[src/rtl/fir_seq_pkg.sv]
package fir_seq_pkg;

   // Minimum accumulator width that holds TAPS full-precision products.
   function automatic int acc_width(input int dw, input int cw, input int taps);
      return dw + cw + $clog2(taps);
   endfunction

   typedef enum logic [0:0] {
      ST_IDLE = 1'b0,
      ST_RUN  = 1'b1
   } seq_state_e;

endpackage

[src/rtl/fir_tap_line.sv]
module fir_tap_line #(
   parameter int TAPS = 4,
   parameter int DW   = 8,
   localparam int IW  = (TAPS > 1) ? $clog2(TAPS) : 1
) (
   input  logic          clk,
   input  logic          rst_n,
   input  logic          shift_en,
   input  logic [DW-1:0] din,
   input  logic [IW-1:0] rd_idx,
   output logic [DW-1:0] dout
);

   logic [TAPS*DW-1:0] line_q;

   for (genvar k = 0; k < TAPS; k++) begin : g_stage
      always_ff @(posedge clk or negedge rst_n) begin
         if (!rst_n) begin
            line_q[k*DW +: DW] <= '0;
         end else if (shift_en) begin
            if (k == 0) begin
               line_q[k*DW +: DW] <= din;
            end else begin
               line_q[k*DW +: DW] <= line_q[(k-1)*DW +: DW];
            end
         end
      end
   end

   assign dout = line_q[rd_idx*DW +: DW];

   AST_LINE_FROZEN: assert property (@(posedge clk) disable iff (!rst_n)
      !shift_en |=> $stable(line_q));

endmodule

[src/rtl/fir_coef_bank.sv]
module fir_coef_bank #(
   parameter int TAPS = 4,
   parameter int CW   = 8,
   localparam int IW  = (TAPS > 1) ? $clog2(TAPS) : 1
) (
   input  logic          clk,
   input  logic          rst_n,
   input  logic          we,
   input  logic [IW-1:0] waddr,
   input  logic [CW-1:0] wdata,
   input  logic [IW-1:0] rd_idx,
   output logic [CW-1:0] dout
);

   logic [TAPS*CW-1:0] bank_q;

   for (genvar k = 0; k < TAPS; k++) begin : g_word
      always_ff @(posedge clk or negedge rst_n) begin
         if (!rst_n) begin
            bank_q[k*CW +: CW] <= '0;
         end else if (we && (waddr == IW'(k))) begin
            bank_q[k*CW +: CW] <= wdata;
         end
      end
   end

   assign dout = bank_q[rd_idx*CW +: CW];

   AST_COEF_FROZEN: assert property (@(posedge clk) disable iff (!rst_n)
      !we |=> $stable(bank_q));

endmodule

[src/rtl/fir_mac_ctrl.sv]
module fir_mac_ctrl
   import fir_seq_pkg::*;
#(
   parameter int TAPS        = 4,
   parameter int DW          = 8,
   parameter int CW          = 8,
   parameter int AW          = 18,
   parameter bit SIGNED_DATA = 1'b1,
   localparam int IW         = (TAPS > 1) ? $clog2(TAPS) : 1
) (
   input  logic          clk,
   input  logic          rst_n,
   input  logic          start_i,
   input  logic [DW-1:0] sample_i,
   input  logic [CW-1:0] coef_i,
   output logic [IW-1:0] idx_o,
   output logic          busy_o,
   output logic          ready_o,
   output logic [AW-1:0] acc_o
);

   localparam int PW = DW + CW;

   seq_state_e    state_q;
   logic [IW-1:0] idx_q;
   logic [AW-1:0] acc_q;
   logic          ready_q;
   logic [AW-1:0] prod_ext;
   logic          last;

   if (SIGNED_DATA) begin : g_signed
      logic signed [PW-1:0] prod;
      assign prod     = $signed(sample_i) * $signed(coef_i);
      assign prod_ext = {{(AW-PW){prod[PW-1]}}, prod};
   end else begin : g_unsigned
      logic [PW-1:0] prod;
      assign prod     = PW'(sample_i) * PW'(coef_i);
      assign prod_ext = {{(AW-PW){1'b0}}, prod};
   end

   assign last = (idx_q == IW'(TAPS - 1));

   always_ff @(posedge clk or negedge rst_n) begin
      if (!rst_n) begin
         state_q <= ST_IDLE;
         idx_q   <= '0;
         acc_q   <= '0;
         ready_q <= 1'b0;
      end else begin
         ready_q <= 1'b0;
         case (state_q)
            ST_IDLE: begin
               if (start_i) begin
                  acc_q   <= '0;
                  idx_q   <= '0;
                  state_q <= ST_RUN;
               end
            end
            ST_RUN: begin
               acc_q <= acc_q + prod_ext;
               if (last) begin
                  state_q <= ST_IDLE;
                  ready_q <= 1'b1;
               end else begin
                  idx_q <= idx_q + IW'(1);
               end
            end
            default: state_q <= ST_IDLE;
         endcase
      end
   end

   assign idx_o   = idx_q;
   assign busy_o  = (state_q == ST_RUN);
   assign ready_o = ready_q;
   assign acc_o   = acc_q;

   initial begin
      assert (TAPS >= 2) else $error("fir_mac_ctrl: TAPS must be at least 2");
      assert (AW >= acc_width(DW, CW, TAPS)) else $error("fir_mac_ctrl: AW too narrow");
   end

   AST_READY_ONE_CYCLE: assert property (@(posedge clk) disable iff (!rst_n)
      ready_q |=> !ready_q);
   AST_READY_ENDS_RUN: assert property (@(posedge clk) disable iff (!rst_n)
      ready_q |-> $past(busy_o));
   AST_START_CLEARS: assert property (@(posedge clk) disable iff (!rst_n)
      (start_i && !busy_o) |=> (acc_q == '0));
   AST_RESULT_HOLD: assert property (@(posedge clk) disable iff (!rst_n)
      (!busy_o && !start_i) |=> $stable(acc_q));
   AST_NO_RESTART: assert property (@(posedge clk) disable iff (!rst_n)
      (busy_o && start_i && !last) |=> (idx_q != '0));

endmodule

[src/rtl/fir_seq_mac.sv]
module fir_seq_mac
   import fir_seq_pkg::*;
#(
   parameter int TAPS        = 4,
   parameter int DW          = 8,
   parameter int CW          = 8,
   parameter bit SIGNED_DATA = 1'b1,
   parameter int AW          = acc_width(DW, CW, TAPS),
   localparam int IW         = (TAPS > 1) ? $clog2(TAPS) : 1
) (
   input  logic          clk,
   input  logic          rst_n,
   input  logic          smp_valid,
   input  logic [DW-1:0] smp_data,
   input  logic          coef_we,
   input  logic [IW-1:0] coef_addr,
   input  logic [CW-1:0] coef_data,
   input  logic          start,
   output logic          ready,
   output logic [AW-1:0] result
);

   logic [IW-1:0] idx;
   logic          busy;
   logic [DW-1:0] cur_sample;
   logic [CW-1:0] cur_coef;
   logic          shift_en;
   logic          coef_wr;

   assign shift_en = smp_valid && !busy;
   assign coef_wr  = coef_we && !busy;

   fir_tap_line #(.TAPS(TAPS), .DW(DW)) u_line (
      .clk      (clk),
      .rst_n    (rst_n),
      .shift_en (shift_en),
      .din      (smp_data),
      .rd_idx   (idx),
      .dout     (cur_sample)
   );

   fir_coef_bank #(.TAPS(TAPS), .CW(CW)) u_coef (
      .clk    (clk),
      .rst_n  (rst_n),
      .we     (coef_wr),
      .waddr  (coef_addr),
      .wdata  (coef_data),
      .rd_idx (idx),
      .dout   (cur_coef)
   );

   fir_mac_ctrl #(
      .TAPS(TAPS), .DW(DW), .CW(CW), .AW(AW), .SIGNED_DATA(SIGNED_DATA)
   ) u_ctrl (
      .clk      (clk),
      .rst_n    (rst_n),
      .start_i  (start),
      .sample_i (cur_sample),
      .coef_i   (cur_coef),
      .idx_o    (idx),
      .busy_o   (busy),
      .ready_o  (ready),
      .acc_o    (result)
   );

endmodule

[config.mk]
export PLATFORM = sky130hd
export DESIGN_NAME = fir_seq_mac
export DESIGN_NICKNAME = d
export VERILOG_FILES = /design/src/rtl/fir_seq_pkg.sv /design/src/rtl/fir_tap_line.sv /design/src/rtl/fir_coef_bank.sv /design/src/rtl/fir_mac_ctrl.sv /design/src/rtl/fir_seq_mac.sv
export SDC_FILE = /design/constraint.sdc
export NUM_CORES = 1
export LEC_CHECK = 0
export ABC_AREA = 1
export BUFFER_PORTS_ARGS = -buffer_cell sky130_fd_sc_hd__buf_2
export CAP_MARGIN = 25
export CORE_MARGIN = 2
export CORE_UTILIZATION = 40
export DETAILED_ROUTE_END_ITERATION = 8
export HOLD_SLACK_MARGIN = 0.03
export PLACE_DENSITY_LB_ADDON = 0.08
export SYNTH_ARGS = -nofsm -noshare
export SYNTH_HDL_FRONTEND = slang
export SYNTH_SLANG_ARGS = --single-unit
export TNS_END_PERCENT = 30
[constraint.sdc]
create_clock -name clk -period 7.4 [get_ports clk]
set_input_delay 1.11 -clock clk [delete_from_list [all_inputs] [get_ports clk]]
set_output_delay 1.11 -clock clk [all_outputs]
set_load 0.02 [all_outputs]
Yosys cells after proc, flatten, opt, wreduce, memory -nomap -nowiden
Index checks and enable logic that the tools add are counted.

word-level totals
  register bits after elaboration = 86

operators by class
  add/subtract/negate cells = 2
  $mul = 1
  eq/ne operators = 6
  shift operators = 2
  muxes and demuxes = 10
  bitwise logic cells = 1
  reduce and logical (&&, ||, !) cells = 9

operators by type and width
  operator               number
  $shiftx A32 B6 Y8      2
  $pmux W18 S2           1
  $add A18 B18 Y18       1
  $mux W18               1
  $mul A8 B8 Y16         1
  $eq A2 B2 Y1 const B   3
  $logic_and A1 B1 Y1    6
  $mux W1                4
  $mux W2                2
  $ne A2 B2 Y1 const B   2
  $pmux W2 S2            1
  $add A2 B1 Y2 const B  1
  $eq A2 B1 Y1 const B   1
  $logic_not A2 Y1       1
  $pmux W1 S2            1
  $reduce_and A2 Y1      1
  $logic_not A1 Y1       1
  $not A1 Y1             1

Logic depth before layout (Yosys ltp)
Gate-level depths: netlist (run 1).

  depth after elaboration = 4
  mapped depth = 35
  depth with buffers taken out = 34

Modules after synthesis
Synthesis (run 1) repeated with hierarchy kept, for this count alone.

unflattened totals
  cells, all modules = 1057
  area, all modules = 7795.0 um^2

by module, submodules not included
  module         instances  cells each  area an instance (um^2)  sequential area each (um^2)
  fir_mac_ctrl   1          621         4451.8                   550.5
  fir_coef_bank  1          235         1790.5                   800.8
  fir_tap_line   1          197         1537.7                   800.8
  fir_seq_mac    1          4           15.0                     0.0

Worst setup path after synthesis (run 1)
No wires, ideal clock.

  kind = register -> register
  start point = reg u_ctrl.idx_q[0] (netlist: u_ctrl.idx_o[0])
  end point = reg u_ctrl.acc_q[17] (netlist: u_ctrl.acc_o[17])
  data arrival time = 5.677 ns
  data required time = 7.283 ns
  slack = 1.605 ns
  cell stages (with the launch flop) = 33
  cells stage by stage = dfrtp_1 > buf_4 > buf_2 > a21oi_1 > a32oi_2 > inv_1 > nor2_1 > fa_1 > inv_1 > fa_1 > inv_1 > fa_1 > inv_1 > fa_1 > inv_1 > ha_1 > nand2_1 > nor3_1 > nand2_1 > o211ai_2 > nand2_1 > nand2_1 > a21oi_1 > xnor2_1 > ha_1 > a21oi_1 > o21ai_0 > a21oi_1 > nand2_1 > nor2_1 > nand3_1 > nand3_1 > nand2_1

on the way
  longest elaborated chain between the ends = 4
  elaborated cells between the ends (all ways) = 5

RTL lines
  what                                  line                                     RTL
  start, declared                       fir_mac_ctrl.sv:25                       logic [IW-1:0] idx_q;
  start signal, assigned                fir_mac_ctrl.sv:65                       idx_q <= idx_q + IW'(1);
  $shiftx A32 B6 Y8 (on tied branches)  fir_tap_line.sv:30, fir_coef_bank.sv:27
  $mul A8 B8 Y16 *                      fir_mac_ctrl.sv:33                       assign prod = $signed(sample_i) * $signed(coef_i);
  $add A18 B18 Y18 *                    fir_mac_ctrl.sv:60                       acc_q <= acc_q + prod_ext;
  $pmux W18 S2 *                        fir_mac_ctrl.sv:51                       case (state_q)
  end signal, assigned                  fir_mac_ctrl.sv:60
  end, declared                         fir_mac_ctrl.sv:26                       logic [AW-1:0] acc_q;

Mark *: on every way between the ends. The rest lies on a longest branch, timed or not.
A chain may end at the register's enable or synchronous reset.

Final worst setup path (run 1)
Same ends and word-level chain as after synthesis.

==> results of run 1 <==
-- final cells by class --
class / instances / area [µm²] / area share
Inverter: 168 / 634 / 0.0794
Tap cell: 229 / 287 / 0.0359
Sequential cell: 86 / 2150 / 0.269
Clock buffer: 10 / 239 / 0.0299
Clock inverter: 5 / 82.6 / 0.0103
Timing Repair Buffer: 45 / 238 / 0.0297
Multi-Input combinational cell: 626 / 4360 / 0.545
-- routing by layer --
metal  share of wire  wire, µm  GRT usage  vias up
met1            0.52      8390      0.261     2702
li1                -         -          -     2914
met2            0.44      7140      0.280       89
met5               0         0          0        -
met3           0.031       505     0.0235        7
met4          0.0087       140     0.0383        0
-- metrics by stage --
step,setup slack (ns),util
after floorplan,1.61,-
after global placement,0.611,0.428
after detailed placement,0.626,0.428
after CTS,0.595,0.446
after global routing,0.0619,0.446
final,0.710,0.446
-- worst max-delay path: cells and delay by family (launching register included) --
kind            cells  cell delay [ns]
xor+xnor            1             0.16
compound gates      3             0.30
buf+inv             8             1.06
flops               1             0.36
simple gates       15             1.66
fa+ha+maj           6             3.03
-- registers in the layout (all words and copies together) (netlist names) --
signal	count
u_ctrl.ready_o	1
u_ctrl.acc_o	18
u_coef.bank_q	32
u_ctrl.idx_o	2
u_line.line_q	32
u_ctrl.busy_o	1
-- what timing repair did --
item                                    4_1_cts  5_1_grt
endpoints found under the setup margin        0        1
gates resized for setup                       0        2
endpoints found under the hold margin         0        0
hold buffers                                  0        0
-- final timing paths --
kind | slack [ns] | from | end | cells after the start
min reg2reg | 0.49 | u_coef.bank_q[6] | u_coef.bank_q[6] | 2
max in group asynchronous | 5.64 | rst_n | u_coef.bank_q[23] | 2
max reg2reg | 0.71 | u_ctrl.idx_o[0] | u_ctrl.acc_o[17] | 33
min | 0.49 | u_coef.bank_q[6] | u_coef.bank_q[6] | 2
min in group asynchronous | 0.70 | rst_n | u_line.line_q[0] | 1
max | 0.71 | u_ctrl.idx_o[0] | u_ctrl.acc_o[17] | 33
-- synthesized netlist by cell type --
master      n
a21boi_0    1
a21o_1      2
a21oi_1    47
a21oi_2     6
a22o_1      1
a31oi_1     2
a32o_1      4
a32oi_1     6
a32oi_2     7
buf_2      10
buf_4       2
buf_6       2
clkbuf_1    8
clkinv_2    1
dfrtp_1    86
fa_1       56
ha_1       47
inv_1     164
inv_2       3
mux2_2     14
nand2_1   205
nand2_2     4
nand3_1    31
nand3_2     5
nand3b_1    2
nor2_1     84
nor2_2      6
nor3_1      5
nor3_2      2
o211ai_2    1
o21a_1      2
o21ai_0    61
o21ai_1     2
o21ai_2     5
o21bai_1    2
xnor2_1     6
xor2_1     10
-- cell families (layout without fill, tap and decap cells) --
| logic type | after synthesis | count (layout) | share of synthesized area |
|---|---|---|---|
| multiplexers | 14 | 14 | 0.0217 |
| adder cells (fa/ha/maj) | 103 | 103 | 0.235 |
| buffers and inverters | 190 | 228 | 0.103 |
| AO/OA/AOI/OAI | 149 | 149 | 0.129 |
| AND/OR/NAND/NOR | 344 | 344 | 0.195 |
| flip-flops | 86 | 86 | 0.296 |
| XOR/XNOR | 16 | 16 | 0.0193 |
==> flow_metrics.env, run 1 <==
export IMPL_ys_types=37
export IMPL_crit_fanout=42
export IMPL_setup_tns_ns=0
export IMPL_grt_overflow=0
export IMPL_routabilityCongestion=0.874
export IMPL_dpl_cell_count=1154
export IMPL_cts_sinks=86
export IMPL_die_h_um=139
export IMPL_numCtsBuffers=9
export IMPL_cp_arrival_ns=6.92
export IMPL_drt_iter0_markers=337
export IMPL_rows=49
export IMPL_syn_avg_cell_area_um2=8.05
export IMPL_viasPerCell=4.89
export IMPL_cp_required_ns=7.63
export IMPL_initial_core_util=0.406
export IMPL_dp_hpwl_mm=12.6
export IMPL_slowest_delay_ns=0.69
export IMPL_fillCellCount=1846
export IMPL_syn_inst=902
export IMPL_synth_seq_cells=86
export IMPL_synthDominantCellAreaShare=0.296
export IMPL_nets=1062
export IMPL_slew_headroom=0.526
export IMPL_cts_htree_levels=3
export IMPL_grt_pass1_wl_mm=28.0
export IMPL_cp_end_kind="flip-flop"
export IMPL_clk_latency_ns=0.35
export IMPL_antennaDiodeCount=0
export IMPL_syn_to_final_growth_pct=10.1
export IMPL_ioPinCount=42
export IMPL_ys_seq_area_frac=0.296
export IMPL_hold_violations=0
export IMPL_min_period_ns=6.69
export IMPL_portBuffers=41
export IMPL_die_w_um=139
export IMPL_grt_max_degree=57
export IMPL_drive_gt1_frac=0.121
export IMPL_grt_pass1_vias=5525
export IMPL_dpl_cell_area_mm2=0.00767
export IMPL_startpoint_type="flip-flop"
export IMPL_synth_area_leaders="dfrtp_1, fa_1, nand2_1"
export IMPL_tightest_slew_ns=0.711
export IMPL_dieArea_mm2=0.0192
export IMPL_final_cell_mix="nand2_1, inv_1, dfrtp_1"
export IMPL_vias=5712
export IMPL_core_mm2=0.0179
export IMPL_clockBufferDepth=2
export IMPL_cts_setup_buffers=0
export IMPL_rsz0062_at_grt="no"
export IMPL_drt_wl_total_mm=16.2
export IMPL_period_share=0.904
export IMPL_antenna_found_initial=0
export IMPL_avgRoutedWirePerCell_um=13.8
export IMPL_design_area_mm2=0.00799
export IMPL_drv_cap=0
export IMPL_cts_tree="built"
export IMPL_yosysTopAreaCell="dfrtp_1"
export IMPL_ctsRootBufferMaster="clkbuf_16"
export IMPL_final_common_cell="nand2_1"
export IMPL_synth_warnings=0
export IMPL_fin_hold_ws_ns=0.488
export IMPL_synth_area_mm2=0.00726
export IMPL_critPathKind="flip-flop to flip-flop"
export IMPL_fmax_mhz=149
export IMPL_finalClockSkew_ns=0.0129
export IMPL_finalMaxSlewViolations=0
export IMPL_dr_pass1_iters=4
export IMPL_final_instance_count_excl_fill=1169
export IMPL_setup_violations_final=0
export IMPL_cpMaxStageDelayCell="fa_1"
export IMPL_ant_nets=0
export IMPL_grt_total_usage=0.177
export IMPL_crit_top_cell="nand2_1"
export IMPL_status="finished, final reports clean"
export IMPL_hold_path_class="flip-flop to flip-flop"
export IMPL_remaining_drc_errors=0
export IMPL_clk_pin_slew_worst_paths_ns=0.07
export IMPL_syn_nets=1028
Power of run 1 is not shown: default switching activity piles up to over one toggle a cycle in this logic, so the estimate is an artifact.
==> run 2: changes to the inputs <==
--- a/config.mk
+++ b/config.mk
@@ -9,7 +9,7 @@
 export BUFFER_PORTS_ARGS = -buffer_cell sky130_fd_sc_hd__buf_2
 export CAP_MARGIN = 25
 export CORE_MARGIN = 2
-export CORE_UTILIZATION = 40
+export CORE_UTILIZATION = 60
 export DETAILED_ROUTE_END_ITERATION = 8
 export HOLD_SLACK_MARGIN = 0.03
 export PLACE_DENSITY_LB_ADDON = 0.08
==> flow_metrics.env, run 2 (synthesis gave the netlist of run 1 again) <==
export IMPL_drv_cap=0
export IMPL_cts_tree="built"
export IMPL_final_common_cell="nand2_1"
export IMPL_grt_total_usage=0.271
export IMPL_grt_use_met1=0.393
export IMPL_grt_max_degree=59
export IMPL_avgRoutedWirePerCell_um=14.6
export IMPL_hp_start="u_coef.bank_q[12]"
export IMPL_rows=40
export IMPL_min_period_ns=6.68
export IMPL_antenna_found_initial=0
export IMPL_drt_iter0_markers=453
export IMPL_critPathKind="flip-flop to flip-flop"
export IMPL_grt_overflow=0
export IMPL_gr_usage_met3=0.0313
export IMPL_critPathLaunch="u_ctrl.idx_o[0]"
export IMPL_hold_path_class="flip-flop to flip-flop"
export IMPL_routabilityCongestion=0.934
export IMPL_die_h_um=114
export IMPL_final_core_util=0.665
export IMPL_initial_core_util=0.610
export IMPL_hold_violations=0
export IMPL_nets=1063
export IMPL_crit_top_cell="nand2_1"
export IMPL_portBuffers=41
export IMPL_cp_end_kind="flip-flop"
export IMPL_post_place_ws_ns=0.707
export IMPL_status="finished, final reports clean"
export IMPL_busiest_layer="met2"
export IMPL_vias=5914
export IMPL_fin_hold_ws_ns=0.490
export IMPL_syn_to_final_growth_pct=9.08
export IMPL_cts_resized=0
export IMPL_cpMaxStageDelayCell="fa_1"
export IMPL_numCtsBuffers=9
export IMPL_cp_arrival_ns=6.91
export IMPL_hold_buffers=0
export IMPL_cts_htree_levels=3
export IMPL_ctsRootBufferMaster="clkbuf_16"
export IMPL_cts_sinks=86
export IMPL_remaining_drc_errors=0
export IMPL_setup_ws_ns=0.721
export IMPL_slew_headroom=0.594
export IMPL_final_cell_mix="nand2_1, inv_1, dfrtp_1"
export IMPL_core_mm2=0.0119
export IMPL_clk_pin_slew_worst_paths_ns=0.07
export IMPL_clockBufferDepth=2
export IMPL_fmax_mhz=150
export IMPL_setup_tns_ns=0
export IMPL_ant_nets=0
export IMPL_cp_required_ns=7.63
export IMPL_worstReg2RegStart="u_ctrl.idx_o[0]"
export IMPL_finalMaxSlewViolations=0
export IMPL_clk_latency_ns=0.34
export IMPL_drt_wl_total_mm=15.9
export IMPL_slowest_delay_ns=0.70
export IMPL_cts_setup_buffers=0
export IMPL_fillCellCount=1039
export IMPL_dp_hpwl_mm=12.5
export IMPL_dieArea_mm2=0.0130
export IMPL_finalClockSkew_ns=0.00810
export IMPL_regArea_mm2=0.00215
export IMPL_grt_pass1_wl_mm=27.8
export IMPL_die_w_um=114
export IMPL_dr_pass1_iters=8
export IMPL_ioPinCount=42
export IMPL_tightest_slew_ns=0.609
export IMPL_drive_gt1_frac=0.123
export IMPL_viasPerCell=5.43
export IMPL_setup_violations_final=0
export IMPL_rsz0062_at_grt="no"
export IMPL_period_share=0.903
export IMPL_antennaDiodeCount=0
export IMPL_multi_input_area_mm2=0.00436
export IMPL_startpoint_type="flip-flop"
export IMPL_grt_use_met2=0.435
export IMPL_grt_pass1_vias=5878
export IMPL_crit_fanout=25
[run 2: cell count changes in the layout (fill, tap and decap cells not counted), sizes merged]
cell and change:
buf +1, clkbuf -1, inv +2
[run 2: per-layer routing]
layer	vias up	part of all wire
met4	0	0.013
met2	174	0.47
met5	-	0
met1	2815	0.46
li1	2908	-
met3	17	0.052
[run 2: layout make-up]
| type | count | area share |
|---|---|---|
| multi-input combinational | 626 | 0.550 |
| sequential | 86 | 0.272 |
| inverter | 168 | 0.0798 |
| timing repair buffer | 46 | 0.0335 |
| clock buffer | 9 | 0.0284 |
| tap | 147 | 0.0232 |
| clock inverter | 7 | 0.0130 |
[run 2: final timing paths]
kind	to	slack [ns]	cells past startpoint
setup / recovery	u_ctrl.acc_o[17]	0.72	31
hold / removal	u_coef.bank_q[12]	0.49	2
setup reg to reg	u_ctrl.acc_o[17]	0.72	31
hold reg to reg	u_coef.bank_q[12]	0.49	2
max in group asynchronous	u_coef.bank_q[11]	6.10	2
min in group asynchronous	u_line.line_q[12]	0.68	1
[run 2: critical path: cells and delay by family (launching register included)]
| kind | cells | cell delay (ns) |
|---|---|---|
| AOI/OAI and AO/OA | 6 | 0.74 |
| xor gates and xnor gates | 1 | 0.22 |
| adders and majority gates | 6 | 2.98 |
| buffers and inverters | 6 | 0.90 |
| DFF | 1 | 0.52 |
| and+or+nand+nor | 12 | 1.18 |
[run 2: per-stage QoR]
step	area [µm²]	instances
floorplan	7260	902
global placement	7560	1072
detailed placement	7590	1073
CTS	7920	1089
global route	7920	1089
finish	7920	1089
Power of run 2 is left out for the same reason.
==> run 3: changes to the inputs <==
--- a/config.mk
+++ b/config.mk
@@ -9,7 +9,7 @@
 export BUFFER_PORTS_ARGS = -buffer_cell sky130_fd_sc_hd__buf_2
 export CAP_MARGIN = 25
 export CORE_MARGIN = 2
-export CORE_UTILIZATION = 60
+export CORE_UTILIZATION = 57
 export DETAILED_ROUTE_END_ITERATION = 8
 export HOLD_SLACK_MARGIN = 0.03
 export PLACE_DENSITY_LB_ADDON = 0.08
==> constraint.sdc (replaced) <==
create_clock -name clk -period 5.86 [get_ports clk]
set_input_delay 0.879 -clock clk [delete_from_list [all_inputs] [get_ports clk]]
set_output_delay 0.879 -clock clk [all_outputs]
set_load 0.02 [all_outputs]
==> flow_metrics.env, run 3 (synthesis gave the netlist of run 1 again) <==
export IMPL_nets=1178
export IMPL_slowest_delay_ns=0.54
export IMPL_vias=6390
export IMPL_status="finished with violations"
export IMPL_core_mm2=0.0125
export IMPL_hold_violations=0
export IMPL_rsz0062_at_grt="yes"
export IMPL_cp_end_kind="flip-flop"
export IMPL_hold_path_class="primary input to asynchronous set/reset pin"
export IMPL_reg2reg_depth=34
export IMPL_ctsRootBufferMaster="clkbuf_16"
export IMPL_die_h_um=117
export IMPL_violations="setup timing"
export IMPL_grt_pass1_wl_mm=29.5
export IMPL_finalMaxSlewViolations=0
export IMPL_finalClockSkew_ns=0.0113
export IMPL_remaining_drc_errors=0
export IMPL_setup_ws_ns=-0.0889
export IMPL_tightest_slew_ns=0.576
export IMPL_post_place_ws_ns=-0.447
export IMPL_clk_pin_slew_worst_paths_ns=0.07
export IMPL_numCtsBuffers=9
export IMPL_slew_headroom=0.615
export IMPL_rows=41
export IMPL_startpoint_type="flip-flop"
export IMPL_dieArea_mm2=0.0137
export IMPL_routabilityCongestion=0.982
export IMPL_antennaDiodeCount=0
export IMPL_die_w_um=117
export IMPL_drt_wl_total_mm=17.7
export IMPL_crit_fanout=5
export IMPL_grt_pass1_vias=6271
export IMPL_critPathKind="flip-flop to flip-flop"
export IMPL_path_buf_inv=11
export IMPL_final_common_cell="nand2_1"
export IMPL_initial_core_util=0.580
export IMPL_worstReg2RegStart="u_ctrl.idx_o[0]"
export IMPL_grt_overflow=0
export IMPL_drive_gt1_frac=0.289
export IMPL_grt_max_degree=87
export IMPL_period_share=1.02
export IMPL_drt_iter0_markers=346
export IMPL_final_cell_mix="nand2_1, inv_1, buf_4"
export IMPL_r2r_end="u_ctrl.acc_o[17]"
export IMPL_grt_total_usage=0.278
export IMPL_r2r_slack_ns=-0.09
export IMPL_avgRoutedWirePerCell_um=14.4
export IMPL_dp_hpwl_mm=13.1
export IMPL_fmax_mhz=168
export IMPL_viasPerCell=5.20
export IMPL_cp_arrival_ns=6.20
export IMPL_antenna_found_initial=0
export IMPL_setup_violations_final=1
export IMPL_dr_pass1_iters=5
export IMPL_min_period_ns=5.95
export IMPL_cts_tree="built"
export IMPL_cts_htree_levels=3
export IMPL_ant_nets=0
export IMPL_clk_latency_ns=0.36
export IMPL_cpMaxStageDelayCell="fa_1"
export IMPL_ioPinCount=42
export IMPL_clockBufferDepth=2
export IMPL_crit_top_cell="inv_1"
export IMPL_cts_sinks=86
export IMPL_cp_required_ns=6.12
export IMPL_portBuffers=41
export IMPL_syn_to_final_growth_pct=28.5
export IMPL_drv_cap=0
export IMPL_crit_family="adder cells"
-- run 3: cell count changes in the layout (fill, tap and decap cells not counted), moves of 10 or more --
| cell | change |
|---|---|
| nand2_1 | -10 |
| a21oi_1 | -12 |
| nor2_1 | -10 |
| ha_1 | -11 |
| inv_2 | +15 |
| ha_4 | +10 |
| buf_4 | +103 |
| inv_1 | -17 |
-- run 3: routing by layer --
layer	GRT usage	wire, µm	vias up
met5	0	0	-
met4	0.0620	259	0
met3	0.0536	801	21
met2	0.459	8480	129
met1	0.383	8170	3096
li1	-	-	3144
-- run 3: worst reg2reg max path: cells and delay by family (launching register included) --
family | cells | cell delay [ns]
compound gates | 3 | 0.40
xor+xnor | 1 | 0.15
fa+ha+maj | 6 | 2.60
buf+inv | 11 | 1.10
flops | 1 | 0.45
simple gates | 13 | 1.13
-- run 3: what timing repair did --
item | CTS | global route
setup endpoints to repair | 5 | 9
gates resized for setup | 59 | 52
setup buffers | 9 | 10
pin swaps | 28 | 48
cloned | 2 | 1
hold buffers | 0 | 0
-- run 3: per-stage QoR --
step,std cells,area (µm²),setup TNS (ns),utilization,hold WS [ns]
6_report,1228,9330,-0.0889,0.746,0.401
5_1_grt,1228,9330,-2.10,0.746,0.409
4_1_cts,1217,9010,-0.0631,0.720,0.491
3_5_place_dp,1191,8330,-0.564,0.665,0.474
3_3_place_gp,1191,8330,-0.474,0.665,0.467
2_1_floorplan,902,7260,0,-,0.453
-- run 3: worst max path at each step --
stage / startpoint / to / slack, ns / cells past startpoint
after floorplan: u_ctrl.idx_o[0] / u_ctrl.acc_o[17] / 0.07 / 32
after global placement: u_ctrl.idx_o[0] / u_ctrl.acc_o[17] / -0.45 / 33
after detailed placement: u_ctrl.idx_o[0] / u_ctrl.acc_o[17] / -0.45 / 33
after CTS: u_ctrl.idx_o[0] / u_ctrl.acc_o[17] / -0.06 / 36
after global routing: u_ctrl.idx_o[0] / u_ctrl.acc_o[17] / -0.38 / 34
final: u_ctrl.idx_o[0] / u_ctrl.acc_o[17] / -0.09 / 34
-- run 3: cell type report --
class | instances | area, µm²
repair buffers | 161 | 1240
clock buffers | 9 | 225
flip-flops and latches | 86 | 2150
clock inverters | 6 | 68.8
well taps | 172 | 215
inverters | 168 | 652
multi-input cells | 626 | 4770
fillers | 970 | 3190
Power of run 3 is left out for the same reason.
